==> src/rtl/irq_route_pkg.sv <==
package irq_route_pkg;

  localparam logic [7:0] OFS_INDEX  = 8'h00;
  localparam logic [7:0] OFS_WINDOW = 8'h10;

  localparam logic [7:0] IX_ID      = 8'h00;
  localparam logic [7:0] IX_VER     = 8'h01;
  localparam logic [7:0] IX_ARB     = 8'h02;
  localparam logic [7:0] IX_TABLE   = 8'h10;

  typedef struct packed {
    logic [7:0] vector;
    logic [2:0] dmode;
    logic       dest_log;
    logic       polarity;
    logic       trig_level;
    logic       mask;
    logic [7:0] dest;
  } line_cfg_t;

  function automatic logic [31:0] pack_low(input line_cfg_t c, input logic irr,
                                           input logic busy);
    return {15'd0, c.mask, c.trig_level, irr, c.polarity, busy, c.dest_log,
            c.dmode, c.vector};
  endfunction

  function automatic logic [31:0] pack_high(input line_cfg_t c);
    return {c.dest, 24'd0};
  endfunction

endpackage

==> src/rtl/irq_route_decode.sv <==
module irq_route_decode
  import irq_route_pkg::*;
#(
  parameter int NUM_LINES = 24,
  parameter int LINE_W    = 5
) (
  input  logic              clk,
  input  logic              rst_n,
  input  logic              req_valid,
  input  logic              req_write,
  input  logic [7:0]        req_addr,
  input  logic [7:0]        idx_wdata,
  output logic [7:0]        cur_index,
  output logic              win_wr,
  output logic              id_wr,
  output logic              entry_hit,
  output logic              entry_hi,
  output logic [LINE_W-1:0] entry_num
);

  logic [7:0] index_q, index_d;
  logic       index_en;
  logic [7:0] tbl_ofs;

  assign index_en = req_valid && req_write && (req_addr == OFS_INDEX);

  always_comb begin
    index_d = index_q;
    if (index_en) index_d = idx_wdata;
  end

  always_ff @(posedge clk or negedge rst_n) begin
    if (!rst_n) index_q <= 8'h00;
    else        index_q <= index_d;
  end

  assign cur_index = index_q;
  assign win_wr    = req_valid && req_write && (req_addr == OFS_WINDOW);
  assign id_wr     = win_wr && (index_q == IX_ID);

  assign tbl_ofs   = index_q - IX_TABLE;
  assign entry_hit = (index_q >= IX_TABLE) && ({1'b0, tbl_ofs[7:1]} < 8'(NUM_LINES));
  assign entry_hi  = tbl_ofs[0];
  assign entry_num = tbl_ofs[LINE_W:1];

endmodule

==> src/rtl/irq_route_ident.sv <==
module irq_route_ident #(
  parameter int         NUM_LINES = 24,
  parameter logic [7:0] VERSION   = 8'h20
) (
  input  logic        clk,
  input  logic        rst_n,
  input  logic        id_wr,
  input  logic [3:0]  id_wdata,
  output logic [31:0] id_word,
  output logic [31:0] ver_word,
  output logic [31:0] arb_word
);

  localparam logic [7:0] MAX_ENTRY = 8'(NUM_LINES - 1);

  logic [3:0] id_q, id_d;

  always_comb begin
    id_d = id_q;
    if (id_wr) id_d = id_wdata;
  end

  always_ff @(posedge clk or negedge rst_n) begin
    if (!rst_n) id_q <= 4'h0;
    else        id_q <= id_d;
  end

  assign id_word  = {4'h0, id_q, 24'h0};
  assign arb_word = {4'h0, id_q, 24'h0};
  assign ver_word = {8'h00, MAX_ENTRY, 8'h00, VERSION};

endmodule

==> src/rtl/irq_route_entry.sv <==
module irq_route_entry
  import irq_route_pkg::*;
(
  input  logic       clk,
  input  logic       rst_n,
  input  logic       wr_lo,
  input  logic       wr_hi,
  input  logic [7:0] lo_vector,
  input  logic [2:0] lo_dmode,
  input  logic       lo_dest_log,
  input  logic       lo_polarity,
  input  logic       lo_trig,
  input  logic       lo_mask,
  input  logic [7:0] hi_dest,
  output line_cfg_t  cfg
);

  line_cfg_t cfg_q, cfg_d;

  always_comb begin
    cfg_d = cfg_q;
    if (wr_lo) begin
      cfg_d.vector     = lo_vector;
      cfg_d.dmode      = lo_dmode;
      cfg_d.dest_log   = lo_dest_log;
      cfg_d.polarity   = lo_polarity;
      cfg_d.trig_level = lo_trig;
      cfg_d.mask       = lo_mask;
    end
    if (wr_hi) cfg_d.dest = hi_dest;
  end

  always_ff @(posedge clk or negedge rst_n) begin
    if (!rst_n) begin
      cfg_q      <= '0;
      cfg_q.mask <= 1'b1;
    end else begin
      cfg_q <= cfg_d;
    end
  end

  assign cfg = cfg_q;

endmodule

==> src/rtl/irq_route_regs.sv <==
module irq_route_regs
  import irq_route_pkg::*;
#(
  parameter int         NUM_LINES = 24,
  parameter logic [7:0] VERSION   = 8'h20
) (
  input  logic                   clk,
  input  logic                   rst_n,
  input  logic                   req_valid,
  input  logic                   req_write,
  input  logic [7:0]             req_addr,
  input  logic [31:0]            req_wdata,
  output logic                   rd_valid,
  output logic [31:0]            rd_data,
  input  logic [NUM_LINES-1:0]   remote_irr_in,
  input  logic [NUM_LINES-1:0]   deliv_busy_in,
  output logic [NUM_LINES*8-1:0] cfg_vector,
  output logic [NUM_LINES*3-1:0] cfg_dmode,
  output logic [NUM_LINES-1:0]   cfg_dest_log,
  output logic [NUM_LINES-1:0]   cfg_polarity,
  output logic [NUM_LINES-1:0]   cfg_trig_level,
  output logic [NUM_LINES-1:0]   cfg_mask,
  output logic [NUM_LINES*8-1:0] cfg_dest
);

  localparam int LINE_W = (NUM_LINES > 1) ? $clog2(NUM_LINES) : 1;

  logic [7:0]        cur_index;
  logic              win_wr, id_wr, entry_hit, entry_hi;
  logic [LINE_W-1:0] entry_num;
  logic [31:0]       id_word, ver_word, arb_word;
  line_cfg_t         line_cfg [NUM_LINES];
  logic [31:0]       lo_word  [NUM_LINES];
  logic [31:0]       hi_word  [NUM_LINES];
  logic [31:0]       win_rdata, rd_data_d;
  logic              rd_req;
  logic              unused_wdata_bits;

  assign unused_wdata_bits = ^{req_wdata[23:17], req_wdata[14], req_wdata[12]};

  irq_route_decode #(.NUM_LINES(NUM_LINES), .LINE_W(LINE_W)) u_decode (
    .clk       (clk),
    .rst_n     (rst_n),
    .req_valid (req_valid),
    .req_write (req_write),
    .req_addr  (req_addr),
    .idx_wdata (req_wdata[7:0]),
    .cur_index (cur_index),
    .win_wr    (win_wr),
    .id_wr     (id_wr),
    .entry_hit (entry_hit),
    .entry_hi  (entry_hi),
    .entry_num (entry_num)
  );

  irq_route_ident #(.NUM_LINES(NUM_LINES), .VERSION(VERSION)) u_ident (
    .clk      (clk),
    .rst_n    (rst_n),
    .id_wr    (id_wr),
    .id_wdata (req_wdata[27:24]),
    .id_word  (id_word),
    .ver_word (ver_word),
    .arb_word (arb_word)
  );

  for (genvar g = 0; g < NUM_LINES; g++) begin : g_line
    logic sel_line;
    assign sel_line = win_wr && entry_hit && (entry_num == LINE_W'(g));

    irq_route_entry u_entry (
      .clk         (clk),
      .rst_n       (rst_n),
      .wr_lo       (sel_line && !entry_hi),
      .wr_hi       (sel_line && entry_hi),
      .lo_vector   (req_wdata[7:0]),
      .lo_dmode    (req_wdata[10:8]),
      .lo_dest_log (req_wdata[11]),
      .lo_polarity (req_wdata[13]),
      .lo_trig     (req_wdata[15]),
      .lo_mask     (req_wdata[16]),
      .hi_dest     (req_wdata[31:24]),
      .cfg         (line_cfg[g])
    );

    assign lo_word[g] = pack_low(line_cfg[g], remote_irr_in[g], deliv_busy_in[g]);
    assign hi_word[g] = pack_high(line_cfg[g]);

    assign cfg_vector[g*8 +: 8]  = line_cfg[g].vector;
    assign cfg_dmode[g*3 +: 3]   = line_cfg[g].dmode;
    assign cfg_dest_log[g]       = line_cfg[g].dest_log;
    assign cfg_polarity[g]       = line_cfg[g].polarity;
    assign cfg_trig_level[g]     = line_cfg[g].trig_level;
    assign cfg_mask[g]           = line_cfg[g].mask;
    assign cfg_dest[g*8 +: 8]    = line_cfg[g].dest;
  end

  always_comb begin
    win_rdata = 32'h0;
    if (entry_hit) begin
      for (int i = 0; i < NUM_LINES; i++) begin
        if (entry_num == LINE_W'(i)) win_rdata = entry_hi ? hi_word[i] : lo_word[i];
      end
    end else begin
      case (cur_index)
        IX_ID:   win_rdata = id_word;
        IX_VER:  win_rdata = ver_word;
        IX_ARB:  win_rdata = arb_word;
        default: win_rdata = 32'h0;
      endcase
    end
  end

  assign rd_req = req_valid && !req_write;

  always_comb begin
    rd_data_d = rd_data;
    if (rd_req) begin
      if (req_addr == OFS_INDEX)       rd_data_d = {24'h0, cur_index};
      else if (req_addr == OFS_WINDOW) rd_data_d = win_rdata;
      else                             rd_data_d = 32'h0;
    end
  end

  always_ff @(posedge clk or negedge rst_n) begin
    if (!rst_n) begin
      rd_valid <= 1'b0;
      rd_data  <= 32'h0;
    end else begin
      rd_valid <= rd_req;
      rd_data  <= rd_data_d;
    end
  end

endmodule

==> config.mk <==
export PLATFORM = sky130hd
export DESIGN_NAME = irq_route_regs
export DESIGN_NICKNAME = d
export VERILOG_FILES = /design/src/rtl/irq_route_pkg.sv /design/src/rtl/irq_route_decode.sv /design/src/rtl/irq_route_ident.sv /design/src/rtl/irq_route_entry.sv /design/src/rtl/irq_route_regs.sv
export SDC_FILE = /design/constraint.sdc
export NUM_CORES = 1
export LEC_CHECK = 0
export BUFFER_PORTS_ARGS = -buffer_cell sky130_fd_sc_hd__buf_2
export CORE_AREA = 2 2 262 264
export CTS_BUF_LIST = sky130_fd_sc_hd__clkbuf_16
export DETAILED_ROUTE_END_ITERATION = 7
export DIE_AREA = 0 0 264 266
export GPL_ROUTABILITY_DRIVEN = 0
export GPL_TIMING_DRIVEN = 0
export PLACE_DENSITY = 0.65
export SKIP_CTS_REPAIR_TIMING = 1
export SLEW_MARGIN = 20
export SYNTH_ARGS = -nofsm -noshare
export SYNTH_HDL_FRONTEND = slang
export SYNTH_SLANG_ARGS = --single-unit
==> constraint.sdc <==
create_clock -name clk -period 4.7 [get_ports clk]
set_clock_uncertainty 0.05 [all_clocks]
set_input_delay 0.235 -clock clk [delete_from_list [all_inputs] [get_ports clk]]
set_output_delay 0.235 -clock clk [all_outputs]
set_load 0.005 [all_outputs]
==> impl_metrics.py, run 1 <==
metrics = {
    "routing": {
        "wl_um": 148000,
        "vias": 27100,
        "first_pass_iters": 8,
        "antenna_left": 0,
        "dr.first_iter.drc_count": 3352,
        "drc": 7,
        "vias_per_cell": 6.69,
        "wl_per_cell_um": 36.4,
    },
    "critical_path": {
        "reg2reg_slack_ns": -0.01,
        "rr_endpoint": "rd_data[2]$_DFFE_PN0P_",
        "crit_fanout": 10,
        "worstReg2RegStart": "u_decode.cur_index[4]$_DFFE_PN0P_",
        "start_kind": "flop",
        "worstPathArrival_ns": 5.16,
        "setup.worst_path.start": "u_decode.cur_index[4]$_DFFE_PN0P_",
        "critPathCapture": "rd_data[2]$_DFFE_PN0P_",
        "cp-end-kind": "flop",
        "crit_type": "flop to flop",
        "reg2reg_depth": 13,
        "crit_required_ns": 5.15,
    },
    "yosys": {
        "ys_seq_elements": 591,
        "postSynthCellCount": 2349,
        "synth_seq_area_share": 0.522,
        "synth_ff_type": "dfrtp_1",
        "syn-cell-area_um2": 28400,
        "synthTopCellsByCount": "dfrtp_1, mux2_2, a21oi_1",
        "async_reset_ff_frac": 1.00,
        "yosysWarnings": 0,
        "synth_area_leader_cell": "dfrtp_1",
        "synth_cell_types": 81,
        "synth.avg_cell_area_um2": 12.1,
        "synth_most_common_cell": "dfrtp_1",
        "synth_edf_count": 0,
        "synth.top_cell.area_share": 0.499,
        "ys_top_cells_by_area": "dfrtp_1, mux2_2, mux2_1",
    },
    "power_and_ir_drop": {
        "p_int_w": 0.00847,
        "power_density_nw_per_um2": 314,
        "pwr-share-comb": 0.064,
        "switching_power_w": 0.00280,
        "switching_share": 0.249,
        "p_leak_nw": 19.0,
        "seqPwrFrac": 0.454,
        "p_clk_frac": 0.483,
        "vdd.ir_drop.worst_mv": 0.244,
    },
    "global_route": {
        "grt_pass1_vias": 26400,
        "grt_util_all_layers": 0.407,
        "globalRouteOverflowTotal": 0,
        "grt_start_max_net_pins": 100,
        "grt_pass1_wl_um": 202000,
        "antenna_found_initial": 3,
    },
    "sta": {
        "slew_headroom": 0.169,
        "tightestPinTransition_ns": 1.25,
        "finalWorstSetupSlack_ns": -0.0135,
        "setup_viol": 1,
        "hold_viol": 0,
        "max_freq_mhz": 212,
        "fin_crit_sh": 1.00,
        "period_minus_slack_ns": 4.71,
        "slew_violations": 0,
        "finalHoldWorstSlack_ns": 0.0131,
    },
    "cts": {
        "ctsHtreeMaxLevel": 3,
        "cts_root_buf": "clkbuf_16",
        "cts_inserted_buffers": 67,
        "clock_path_buffers": 3,
        "cts_tree": "built",
        "clock_latency_ns": 0.62,
        "clock_sinks": 591,
        "clk_pin_slew_ns": 0.06,
    },
    "run_status": {
        "outcome": "finished with violations",
        "violations": "DRC, setup timing",
    },
    "layout": {
        "fillCellCount": 6051,
        "fin_util": 0.529,
        "nets": 3215,
        "area_delta_synth_final_pct": 26.2,
        "final_layout_size_suffix_gt1_frac": 0.451,
    },
    "floorplanning": {
        "dieArea_um2": 70200,
        "core_um2": 67700,
        "io-pin-count": 677,
        "rows": 96,
        "die_y_um": 266,
        "dieWidth_um": 264,
        "initial_core_util": 0.419,
    },
    "flow_run": {
        "cap_violations": 0,
    },
    "placement": {
        "numPortBuffers": 663,
        "hpwlAfterDp_um": 114000,
    },
    "worst_hold_path": {
        "min_path_type": "primary input to flop",
    },
}
[how the worst min path moves through the flow]
| stage | depth (start not counted) | slack (ns) | to | start |
|---|---|---|---|---|
| floorplan | 0 | -0.11 | g_line[0].u_entry.cfg[0]$_DFFE_PN0P_ | rst_n |
| global placement | 1 | 0.44 | u_ident.id_q[0]$_DFFE_PN0P_ | u_ident.id_q[0]$_DFFE_PN0P_ |
| detailed placement | 1 | 0.19 | g_line[7].u_entry.cfg[16]$_DFFE_PN0P_ | rst_n |
| CTS | 1 | -0.45 | g_line[7].u_entry.cfg[16]$_DFFE_PN0P_ | rst_n |
| global route | 2 | 0.001 | g_line[13].u_entry.cfg[1]$_DFFE_PN0P_ | req_wdata[25] |
| finish | 2 | 0.01 | g_line[13].u_entry.cfg[1]$_DFFE_PN0P_ | req_wdata[25] |
[state kept, by name (all words and copies together), names as in the netlist]
signal and count:
g_line.u_entry.cfg 552, rd_data 26, rd_valid 1, u_decode.cur_index 8
u_ident.id_q 4
[worst max-delay path, stage by stage, from the launching register on]
cell and delay (ns):
dfrtp_1 0.36, buf_2 0.23, clkbuf_2 0.25, clkbuf_4 0.32, inv_1 0.18, ha_1 0.44, clkbuf_2 0.27, clkbuf_2 0.27
a41oi_2 0.43, clkbuf_1 0.45, o21ai_0 0.20, o211ai_1 0.61, a211oi_1 0.25, nor4_1 0.25
[cells in the final DEF (no fill, tap or decap), types with 48 or more instances in the layout]
cell and instances:
nor2_1 48, a21oi_1 148, mux2_2 465, a221oi_1 53, clkbuf_1 101, nand2_1 99, mux2_1 100, o21ai_0 62
buf_2 688, dfrtp_1 567, nand3_1 50, a22oi_1 62, clkbuf_16 69
[stage by stage]
step | cells | TNS, ns | total power [W] | instance area (um^2) | setup slack, ns
4_1_cts | 4024 | -360.29 | 0.0112 | 35300 | -1.74
5_1_grt | 4052 | -0.00778 | 0.0115 | 35900 | -0.00778
2_1_floorplan | 2352 | 0 | 0.00544 | 28400 | 0.997
6_report | 4054 | -0.0135 | 0.0113 | 35900 | -0.0135
3_5_place_dp | 3907 | -325.19 | 0.00587 | 33100 | -1.66
3_3_place_gp | 3897 | -5441.92 | 0.00584 | 32800 | -8.74
[area by class of cell]
type / count / area (um^2) / share of cell area
sequential: 591 / 14800 / 0.413
multi-input combinational: 1555 / 13000 / 0.361
timing repair buffer: 705 / 3820 / 0.106
clock buffer: 69 / 1730 / 0.0481
tap: 882 / 1100 / 0.0308
buffer: 194 / 928 / 0.0259
clock inverter: 48 / 475 / 0.0133
inverter: 7 / 26.3 / 0.000733
antenna: 3 / 7.51 / 0.000209
[metal layers]
metal / vias to the layer above / wire (um) / global-route usage
li1: 10500 / - / -
met1: 13800 / 51100 / 0.478
met2: 2275 / 65900 / 0.629
met3: 580 / 19400 / 0.150
met4: 2 / 11300 / 0.265
met5: - / 8 / 0
[cell families after synthesis]
kind of cell             share of synthesized area
buffers and inverters                       0.0319
multiplexers                                 0.227
AO/OA/AOI/OAI                                0.146
AND/OR/NAND/NOR                             0.0726
other                                     0.000132
adder cells (fa/ha/maj)                   0.000881
flip-flops                                   0.522
[power groups by stage]
stage | sequential [W] | combinational, W | clock (W)
global placement | 0.00521 | 0.000627 | 0
floorplan | 0.00520 | 0.000241 | 0
finish | 0.00511 | 0.000719 | 0.00544
detailed placement | 0.00521 | 0.000662 | 0
global route | 0.00511 | 0.000742 | 0.00566
CTS | 0.00511 | 0.000663 | 0.00543
No activity file was read; power rests on OpenSTA's default activity.
==> inputs of run 2 (changes only) <==
--- a/config.mk
+++ b/config.mk
@@ -7,10 +7,10 @@
 export LEC_CHECK = 0
+export ABC_AREA = 1
 export BUFFER_PORTS_ARGS = -buffer_cell sky130_fd_sc_hd__buf_2
-export CORE_AREA = 2 2 262 264
+export CORE_AREA = 2 2 266 268
 export CTS_BUF_LIST = sky130_fd_sc_hd__clkbuf_16
 export DETAILED_ROUTE_END_ITERATION = 7
-export DIE_AREA = 0 0 264 266
+export DIE_AREA = 0 0 268 270
 export GPL_ROUTABILITY_DRIVEN = 0
 export GPL_TIMING_DRIVEN = 0
-export PLACE_DENSITY = 0.65
 export SKIP_CTS_REPAIR_TIMING = 1
--- a/constraint.sdc
+++ b/constraint.sdc
@@ -4,2 +4,2 @@
 set_output_delay 0.235 -clock clk [all_outputs]
-set_load 0.005 [all_outputs]
+set_load 0.02 [all_outputs]
==> impl_metrics.py, run 2 <==
metrics = {
    "layout": {
        "final_layout_size_suffix_gt1_frac": 0.205,
        "final_cell_mix": "nand2_1, buf_2, o21ai_0",
        "final-seq-area_um2": 14800,
        "multi_input_area_um2": 11300,
        "nets": 4415,
        "largest_register_ffs": 552,
        "fillCellCount": 7035,
        "final_area_um2": 34600,
        "final_common_cell": "nand2_1",
        "area_delta_synth_final_pct": 24.9,
    },
    "sta": {
        "max_freq_mhz": 237,
        "grt_setup_unrepaired": "no",
        "slew_headroom": 0.293,
        "tightestPinTransition_ns": 1.06,
        "setup_viol": 0,
        "slew_violations": 0,
        "period_minus_slack_ns": 4.22,
        "finalWorstSetupSlack_ns": 0.479,
        "fin_crit_sh": 0.898,
        "tns_ns": 0,
        "hold_viol": 1,
        "finalHoldWorstSlack_ns": -0.0239,
    },
    "routing": {
        "route.met2.wl_um": 59100,
        "antenna_left": 0,
        "vias": 29500,
        "dr.first_iter.drc_count": 3691,
        "vias_per_cell": 5.55,
        "wl_met3_um": 13400,
        "wl_um": 135000,
        "top_layer": "met4",
        "first_pass_iters": 6,
        "drc": 0,
        "wl_met1_um": 55600,
        "wl_per_cell_um": 25.3,
    },
    "global_route": {
        "grt_start_max_net_pins": 97,
        "grt_pass1_vias": 27100,
        "grt_util_all_layers": 0.365,
        "grt_pass1_wl_um": 191000,
        "globalRouteOverflowTotal": 0,
        "antenna_found_initial": 6,
    },
    "floorplanning": {
        "dieWidth_um": 268,
        "core_um2": 69500,
        "initial_core_util": 0.398,
        "die_y_um": 270,
        "dieArea_um2": 72400,
        "io-pin-count": 677,
        "rows": 97,
    },
    "run_status": {
        "outcome": "finished with violations",
        "violations": "hold timing",
    },
    "yosys": {
        "synth.avg_cell_area_um2": 7.76,
        "ys_seq_elements": 591,
        "synth_ff_type": "dfrtp_1",
        "ys_top_cells_by_area": "dfrtp_1, nand2_1, o21ai_0",
        "postSynthCellCount": 3569,
        "syn-cell-area_um2": 27700,
        "synth_seq_area_share": 0.535,
        "synthTopCellsByCount": "nand2_1, o21ai_0, dfrtp_1",
        "synth_edf_count": 0,
        "synth_most_common_cell": "nand2_1",
        "synth_area_leader_cell": "dfrtp_1",
        "async_reset_ff_frac": 1.00,
        "synth_cell_types": 37,
        "synth.top_cell.area_share": 0.512,
        "yosysWarnings": 0,
    },
    "power_and_ir_drop": {
        "p_leak_nw": 17.7,
        "total_power_w": 0.0107,
        "vdd.ir_drop.worst_mv": 0.266,
        "power_density_nw_per_um2": 310,
    },
    "cts": {
        "cts_root_buf": "clkbuf_16",
        "cts_tree": "built",
        "clock_latency_ns": 0.62,
        "clock_path_buffers": 3,
        "ctsHtreeMaxLevel": 3,
        "cts_inserted_buffers": 69,
        "clk_pin_slew_ns": 0.06,
        "clock_sinks": 591,
    },
    "placement": {
        "placed_cell_area_um2": 32400,
        "dpl_worst_slack_ns": 0.659,
        "hpwlAfterDp_um": 103000,
        "numPortBuffers": 663,
    },
    "flow_run": {
        "cap_violations": 0,
    },
    "worst_hold_path": {
        "min_path_type": "primary input to flop",
    },
    "critical_path": {
        "crit_fanout": 10,
        "crit_type": "flop to flop",
        "crit_required_ns": 5.14,
        "start_kind": "flop",
        "worstPathArrival_ns": 4.67,
        "reg2reg_slack_ns": 0.48,
        "cp-end-kind": "flop",
    },
}
run 2: cell types whose count changed in the layout (fill, tap and decap cells not counted), moves of 100 or more:
cell     delta
nand3_1   +178
mux2_2    -465
mux2_1    -100
nand2_1  +1351
o21ai_0   +522
inv_1     +103
run 2: kinds of logic after synthesis:
logic type / synth area share
AND/OR/NAND/NOR: 0.274
XOR/XNOR: 0.000316
adder cells (fa/ha/maj): 0.000903
AO/OA/AOI/OAI: 0.134
flip-flops: 0.535
buffers and inverters: 0.0558
other: 0.000135
run 2: report_power, final:
part / internal [W] / leakage, nW / switching (W)
logic: 0.0000912 / 8.46 / 0.000376
registers: 0.00510 / 8.16 / 0.00000552
clock network: 0.00288 / 1.10 / 0.00227
run 2: final timing paths:
check,start,end,depth (start not counted)
setup / recovery,u_decode.cur_index[4]$_DFFE_PN0P_,rd_data[14]$_DFFE_PN0P_,22
hold / removal,remote_irr_in[22],rd_data[14]$_DFFE_PN0P_,7
setup reg to reg,u_decode.cur_index[4]$_DFFE_PN0P_,rd_data[14]$_DFFE_PN0P_,22
hold reg to reg,rd_data[29]$_DFFE_PN0P_,rd_data[29]$_DFFE_PN0P_,2
max in group asynchronous,rst_n,rd_data[28]$_DFFE_PN0P_,6
min in group asynchronous,rst_n,g_line[8].u_entry.cfg[10]$_DFFE_PN0P_,2
run 2: area by class of cell:
class | instances | area share
multi-input cells | 2609 | 0.328
well taps | 940 | 0.0340
repair buffers | 678 | 0.104
clock inverters | 53 | 0.00897
clock buffers | 72 | 0.0521
flip-flops and latches | 591 | 0.428
plain buffers | 255 | 0.0320
inverters | 117 | 0.0127
diodes | 5 | 0.000362
run 2: metal layers:
| layer | global-route usage | up-vias |
|---|---|---|
| met1 | 0.517 | 14400 |
| met3 | 0.0749 | 281 |
| met2 | 0.541 | 1730 |
| li1 | - | 13100 |
| met4 | 0.159 | 0 |
| met5 | 0 | - |
run 2: worst max-delay path: stages (launching register included):
cell	delay (ns)
dfrtp_1	0.32
buf_4	0.16
inv_2	0.08
ha_1	0.47
nand3_4	0.18
nor2_2	0.27
buf_2	0.33
buf_2	0.41
nand2_1	0.09
nand2_1	0.12
nand3_1	0.17
nand2_1	0.16
nand4_1	0.17
nand2_1	0.14
nand3_1	0.10
nand2_1	0.09
nand4_1	0.21
nand2_1	0.15
nand3_1	0.12
nand2_1	0.14
nand2_1	0.08
nand2_1	0.06
nand2_1	0.05
run 2: metrics by stage:
| stage | hold slack (ns) | utilization | std cells |
|---|---|---|---|
| after floorplan | -0.111 | - | 3572 |
| after global placement | 0.411 | 0.463 | 5175 |
| after detailed placement | 0.239 | 0.466 | 5181 |
| after CTS | -0.411 | 0.496 | 5306 |
| after global routing | 0.000923 | 0.497 | 5320 |
| final | -0.0239 | 0.497 | 5320 |
